<file path="config.mk">
export PLATFORM = sky130hd
export DESIGN_NAME = disk_word_deser
export DESIGN_NICKNAME = d
export VERILOG_FILES = /design/src/rtl/deser_pkg.sv /design/src/rtl/deser_rst_sync.sv /design/src/rtl/deser_shift.sv /design/src/rtl/deser_align.sv /design/src/rtl/deser_outreg.sv /design/src/rtl/disk_word_deser.sv
export SDC_FILE = /design/constraint.sdc
export NUM_CORES = 1
export LEC_CHECK = 0
export ABC_AREA = 1
export BUFFER_PORTS_ARGS = -buffer_cell sky130_fd_sc_hd__buf_2
export CORE_MARGIN = 5
export CORE_UTILIZATION = 33
export DETAILED_ROUTE_END_ITERATION = 10
export GPL_ROUTABILITY_DRIVEN = 0
export MAX_ROUTING_LAYER = met4
export SETUP_SLACK_MARGIN = 0.4
export SKIP_LAST_GASP = 1
export SLEW_MARGIN = 40
export SYNTH_ARGS = -nofsm -noshare
export SYNTH_HDL_FRONTEND = slang
export SYNTH_SLANG_ARGS = --single-unit
</file>
<file path="constraint.sdc">
create_clock -name clk -period 1.4 [get_ports clk]
set_input_delay 0.07 -clock clk [delete_from_list [all_inputs] [get_ports clk]]
set_output_delay 0.07 -clock clk [all_outputs]
set_load 0.03 [all_outputs]
</file>
<file path="src/rtl/deser_pkg.sv">
package deser_pkg;
  typedef enum logic {
    ST_HUNT = 1'b0,
    ST_LOCK = 1'b1
  } lock_e;
endpackage

</file>
<file path="src/rtl/deser_rst_sync.sv">
module deser_rst_sync #(
  parameter int STAGES = 2
) (
  input  logic clk,
  input  logic rst_n,
  output logic rst_sync_n
);
  logic [STAGES-1:0] chain_q;

  always_ff @(posedge clk or negedge rst_n) begin
    if (!rst_n) chain_q <= '0;
    else        chain_q <= {chain_q[STAGES-2:0], 1'b1};
  end

  assign rst_sync_n = chain_q[STAGES-1];
endmodule

</file>
<file path="src/rtl/deser_shift.sv">
module deser_shift #(
  parameter int WORD_W = 16
) (
  input  logic              clk,
  input  logic              rst_n,
  input  logic              bit_en,
  input  logic              bit_in,
  output logic [WORD_W-1:0] shift_nxt
);
  logic [WORD_W-1:0] shift_q;
  logic [WORD_W-1:0] shift_n;

  always_comb begin
    shift_n = shift_q;
    if (bit_en) shift_n = {shift_q[WORD_W-2:0], bit_in};
  end

  always_ff @(posedge clk or negedge rst_n) begin
    if (!rst_n) shift_q <= '0;
    else        shift_q <= shift_n;
  end

  assign shift_nxt = shift_n;
endmodule

</file>
<file path="src/rtl/deser_align.sv">
module deser_align
  import deser_pkg::*;
#(
  parameter int WORD_W = 16
) (
  input  logic clk,
  input  logic rst_n,
  input  logic bit_en,
  input  logic hunt_clr,
  input  logic msb_nxt,
  output logic sync_flag,
  output logic wake,
  output logic word_stb
);
  localparam int CNT_W = $clog2(WORD_W);
  localparam logic [CNT_W-1:0] LAST = CNT_W'(WORD_W - 1);

  lock_e            state_q, state_n;
  logic [CNT_W-1:0] cnt_q, cnt_n;
  logic             wake_q, wake_n;

  always_comb begin
    state_n  = state_q;
    cnt_n    = cnt_q;
    wake_n   = 1'b0;
    word_stb = 1'b0;
    if (hunt_clr) begin
      state_n = ST_HUNT;
      cnt_n   = '0;
    end else if (bit_en) begin
      unique case (state_q)
        ST_HUNT: begin
          if (msb_nxt) begin
            state_n = ST_LOCK;
            cnt_n   = '0;
            wake_n  = 1'b1;
          end
        end
        ST_LOCK: begin
          if (cnt_q == LAST) begin
            cnt_n    = '0;
            word_stb = 1'b1;
          end else begin
            cnt_n = cnt_q + 1'b1;
          end
        end
        default: state_n = ST_HUNT;
      endcase
    end
  end

  always_ff @(posedge clk or negedge rst_n) begin
    if (!rst_n) begin
      state_q <= ST_HUNT;
      cnt_q   <= '0;
      wake_q  <= 1'b0;
    end else begin
      state_q <= state_n;
      cnt_q   <= cnt_n;
      wake_q  <= wake_n;
    end
  end

  assign sync_flag = (state_q == ST_LOCK);
  assign wake      = wake_q;
endmodule

</file>
<file path="src/rtl/deser_outreg.sv">
module deser_outreg #(
  parameter int WORD_W = 16
) (
  input  logic              clk,
  input  logic              rst_n,
  input  logic              word_stb,
  input  logic              word_ack,
  input  logic [WORD_W-1:0] shift_nxt,
  output logic [WORD_W-1:0] word_o,
  output logic              word_vld,
  output logic              overrun
);
  logic [WORD_W-1:0] word_q, word_n;
  logic              vld_q, vld_n;
  logic              pend_q, pend_n;
  logic              ovr_q, ovr_n;

  always_comb begin
    word_n = word_q;
    vld_n  = word_stb;
    pend_n = pend_q;
    ovr_n  = ovr_q;
    if (word_stb) begin
      word_n = shift_nxt;
      pend_n = 1'b1;
      if (pend_q && !word_ack) ovr_n = 1'b1;
    end else if (word_ack) begin
      pend_n = 1'b0;
    end
  end

  always_ff @(posedge clk or negedge rst_n) begin
    if (!rst_n) begin
      word_q <= '0;
      vld_q  <= 1'b0;
      pend_q <= 1'b0;
      ovr_q  <= 1'b0;
    end else begin
      word_q <= word_n;
      vld_q  <= vld_n;
      pend_q <= pend_n;
      ovr_q  <= ovr_n;
    end
  end

  assign word_o   = word_q;
  assign word_vld = vld_q;
  assign overrun  = ovr_q;
endmodule

</file>
<file path="src/rtl/disk_word_deser.sv">
module disk_word_deser #(
  parameter int WORD_W    = 16,
  parameter int RST_STAGE = 2
) (
  input  logic              clk,
  input  logic              rst_n,
  input  logic              bit_en,
  input  logic              bit_in,
  input  logic              hunt_clr,
  input  logic              word_ack,
  output logic [WORD_W-1:0] word_o,
  output logic              word_vld,
  output logic              wake,
  output logic              sync_flag,
  output logic              overrun
);
  logic              rst_sync_n;
  logic [WORD_W-1:0] shift_nxt;
  logic              word_stb;

  deser_rst_sync #(.STAGES(RST_STAGE)) u_rst (
    .clk        (clk),
    .rst_n      (rst_n),
    .rst_sync_n (rst_sync_n)
  );

  deser_shift #(.WORD_W(WORD_W)) u_shift (
    .clk       (clk),
    .rst_n     (rst_sync_n),
    .bit_en    (bit_en),
    .bit_in    (bit_in),
    .shift_nxt (shift_nxt)
  );

  deser_align #(.WORD_W(WORD_W)) u_align (
    .clk       (clk),
    .rst_n     (rst_sync_n),
    .bit_en    (bit_en),
    .hunt_clr  (hunt_clr),
    .msb_nxt   (shift_nxt[WORD_W-1]),
    .sync_flag (sync_flag),
    .wake      (wake),
    .word_stb  (word_stb)
  );

  deser_outreg #(.WORD_W(WORD_W)) u_out (
    .clk       (clk),
    .rst_n     (rst_sync_n),
    .word_stb  (word_stb),
    .word_ack  (word_ack),
    .shift_nxt (shift_nxt),
    .word_o    (word_o),
    .word_vld  (word_vld),
    .overrun   (overrun)
  );
endmodule

</file>
==> metrics.md <==
| Metric | Value |
|---|---|
| Synth Area in Simple Gates | 0.241 |
| Die Ht | roughly 82 µm |
| Drt wl/cell | about 12 µm |
| Share of the synthesized area in the top cell type | 0.621 |
| Fmax | between 0.8 and 0.9 GHz |
| Register bit total from synthesis | 43 |
| Synth Cell Area | 1730 µm² |
| Drt drc | 0 |
| Min-delay src | hunt_clr |
| Post-Synthesis Net Count | ~190 |
| Pwr dens | 1180 nW/µm² |
| Iteration-0 DRC Markers | just under 50 |
| Xor/xnor share of the synthesized area | 0 |
| Yosys cell types | 25 |
| Multiplexer share of the synthesized area | 0 |
| Max Slew Vio Count | 0 |
| CP Launch Type | flip-flop |
| Min Tclk post-route | roughly 1.2 ns |
| EDFF count, synth | 0 |
| Synth Area in Compound Gates | 0.0621 |
| Critical path's top delay family | flip-flops |
| Max Clock Skew | between 0.007 and 0.008 ns |
| CTS Buffer Depth | 2 |
| Synth Flop Type | dfrtp_1 |
| H-Tree Depth | 2 |
| Worst path bufs/invs | 1 |
| YS warnings | 0 |
| Top-count cell post-synth | nand2_1 |
| Worst Hold Path EP | u_align.wake |
| DR vias/cell | about 4.3 |
| Layout fillers | slightly above 500 |
| Hold Path Class | input port to flip-flop |
| # rows | 26 |
| Ant diodes | 0 |
| Nets | between 200 and 250 |
| Worst slack, placed | about 0.065 ns |
| Port Buffers | 25 |
| Worst VDD drop | between 0.5 and 0.6 mV |
| Asr flop ratio synth | 1.00 |
| First-pass GRT wire length | approximately 6000 µm |
| WP data arrival | roughly 1.4 ns |
| Detailed-route via count | about 1300 |
| Final Hold Fails | 0 |
| Die Wd | ~80 µm |
| Status | finished, final reports clean |
| Period Utilization, post-route | 0.849 |
| CP max stage delay | 0.42 ns |
| Post-synthesis sequential area ratio | 0.621 |
| Largest cells by area after synthesis | dfrtp_1 62%, nand2_1 18%, o21ai_0 4.9%, inv_1 2.8%, buf_6 1.3% |
| Largest family of logic cells by synthesized area | simple AND/OR/NAND/NOR gates |
| Layout area overhead | 29.3% |
| Commonest cells in the netlist | 81 x nand2_1, 43 x dfrtp_1, 17 x o21ai_0, 13 x inv_1, 3 x nor2_1 |
| CP Max Fanout | 5 |
| Reg2reg path depth | 5 |
| Adder-cell area share of the yosys netlist | 0.00723 |
| CTS root buf | clkbuf_8 |
| RSZ-0062 raised after global routing | yes |
| Largest net degree at the start of global routing | 21 |
| Maxcap violations | 0 |
| Pre-Repair DR Iteration Count | 4 |
| Post-synth top area cell | dfrtp_1 |
| Vias in the first global route | 1275 |
| Worst reg2reg setup slack | approximately 0.21 ns |
| GR Util All Layers | 0.120 |
| DRT antenna net count | 0 |
| Cells along the critical path | ha_4 -> nand3_4 -> nor2_8 -> buf_4 -> a21o_2 |
| Setup CP Type | flip-flop to flip-flop |
| GRT Residual Overflow | 0 |
| Cts bufs inserted | 5 |
| LEAKAGE | roughly 1.2 nW |
| Critical Path RT | 1.60 ns |
| Antenna violations before repair | 0 |
| Final WL | roughly 3400 µm |
| Reg2reg end | u_out.overrun |
| Hold Path Cell Cnt | 2 |
| Post-Syn Instances | ~180 |
| # IOs | 26 |
| Final WS setup | approximately 0.21 ns |
| Mapped Avg Cell Area | roughly 9.6 µm² |
| Clock Latency Late Sink | around 0.30 ns |
| Initial core utilization | 0.339 |
| Layout cells sized above 1 | 0.303 |
| Detail Placement HPWL | 2270 µm |
| CTS tree | built |
| Reg2Reg Launch Point | u_align.cnt_q[1] |
| Setup tns final | 0 ns |
| CP Capture Type | flip-flop |
| Crit-path slowest cell | dfrtp_1 |
| DIE AREA | about 6800 µm² |
| Clock sinks | 43 |
| Final setup violation count | 0 |
| Total core area | between 5000 and 6000 µm² |
| Clk slew on worst S/H paths | 0.09 ns |
==> repair_timing <==
item,4_1_cts,5_1_grt
hold buffers,4,0
endpoints found under the hold margin,5,0
cloned,0,0
endpoints found under the setup margin,24,25
pin swaps,4,6
resized for setup,9,10
buffers inserted,7,3
==> metal layers <==
metal / global-route usage / up-vias / wire [µm]
li1: - / 653 / -
met1: 0.147 / 601 / 1640
met2: 0.181 / 28 / 1590
met3: 0.0466 / 4 / 170
met4: 0.0399 / 0 / 37
met5: - / - / 0
==> cells in the final DEF (no fill, tap or decap), drive strengths merged <==
cell type / instances
ha: 1
dlygate4sd3: 4
nand4: 2
nand3: 3
a21o: 1
bufinv: 1
dfrtp: 43
o21ai: 18
nand2: 83
inv: 16
a21oi: 1
buf: 39
conb: 1
clkbuf: 6
nor2: 5
nand3b: 1
clkinv: 2
nor3: 1
==> stage by stage <==
| step | instances | utilization | total power [W] | hold WS (ns) | area [µm²] |
|---|---|---|---|---|---|
| after floorplan | 181 | - | 0.00158 | -0.226 | 1740 |
| final | 298 | 0.439 | 0.00265 | 0.0480 | 2240 |
| after global routing | 298 | 0.439 | 0.00279 | 0.0419 | 2240 |
| after CTS | 295 | 0.426 | 0.00267 | 0.00996 | 2180 |
| after global placement | 276 | 0.382 | 0.00166 | -0.144 | 1950 |
| after detailed placement | 276 | 0.382 | 0.00166 | -0.144 | 1950 |
==> power by group <==
group	total, W	internal, W	switching (W)
Sequential	0.00138	0.00134	0.0000498
Clock	0.000968	0.000531	0.000437
Combinational	0.000296	0.000104	0.000192
==> how the worst max path moves through the flow <==
stage,start,to,slack (ns),cells after the start
floorplan,u_align.sync_flag,u_out.word_o[10],0.11,8
global placement,u_align.cnt_q[0],u_out.word_o[11],0.12,6
detailed placement,u_align.cnt_q[0],u_out.word_o[3],0.06,6
CTS,u_align.cnt_q[1],u_out.overrun,0.22,5
global route,u_align.cnt_q[1],u_out.word_o[6],0.14,6
finish,u_align.cnt_q[1],u_out.overrun,0.21,5
==> sequential cells by signal, indices dropped and copies added, names as in the netlist, 2 cells and up <==
name	cells
u_align.cnt_q	4
u_out.word_o	16
u_rst.chain_q	2
u_shift.shift_q	16
==> kinds of logic after synthesis <==
group	Yosys count
AND/OR/NAND/NOR	95
flip-flops	43
buffers and inverters	21
AO/OA/AOI/OAI	20
adder cells (fa/ha/maj)	1
other	1
==> final cells by class <==
type	instances	area (µm²)	share of cell area
inverter	16	65.1	0.0291
sequential	43	1080	0.482
clock inverter	3	43.8	0.0196
tap	70	87.6	0.0391
multi-input combinational	117	586	0.261
timing repair buffer	44	310	0.139
clock buffer	5	68.8	0.0307
Power figures use the tool's default switching activity.
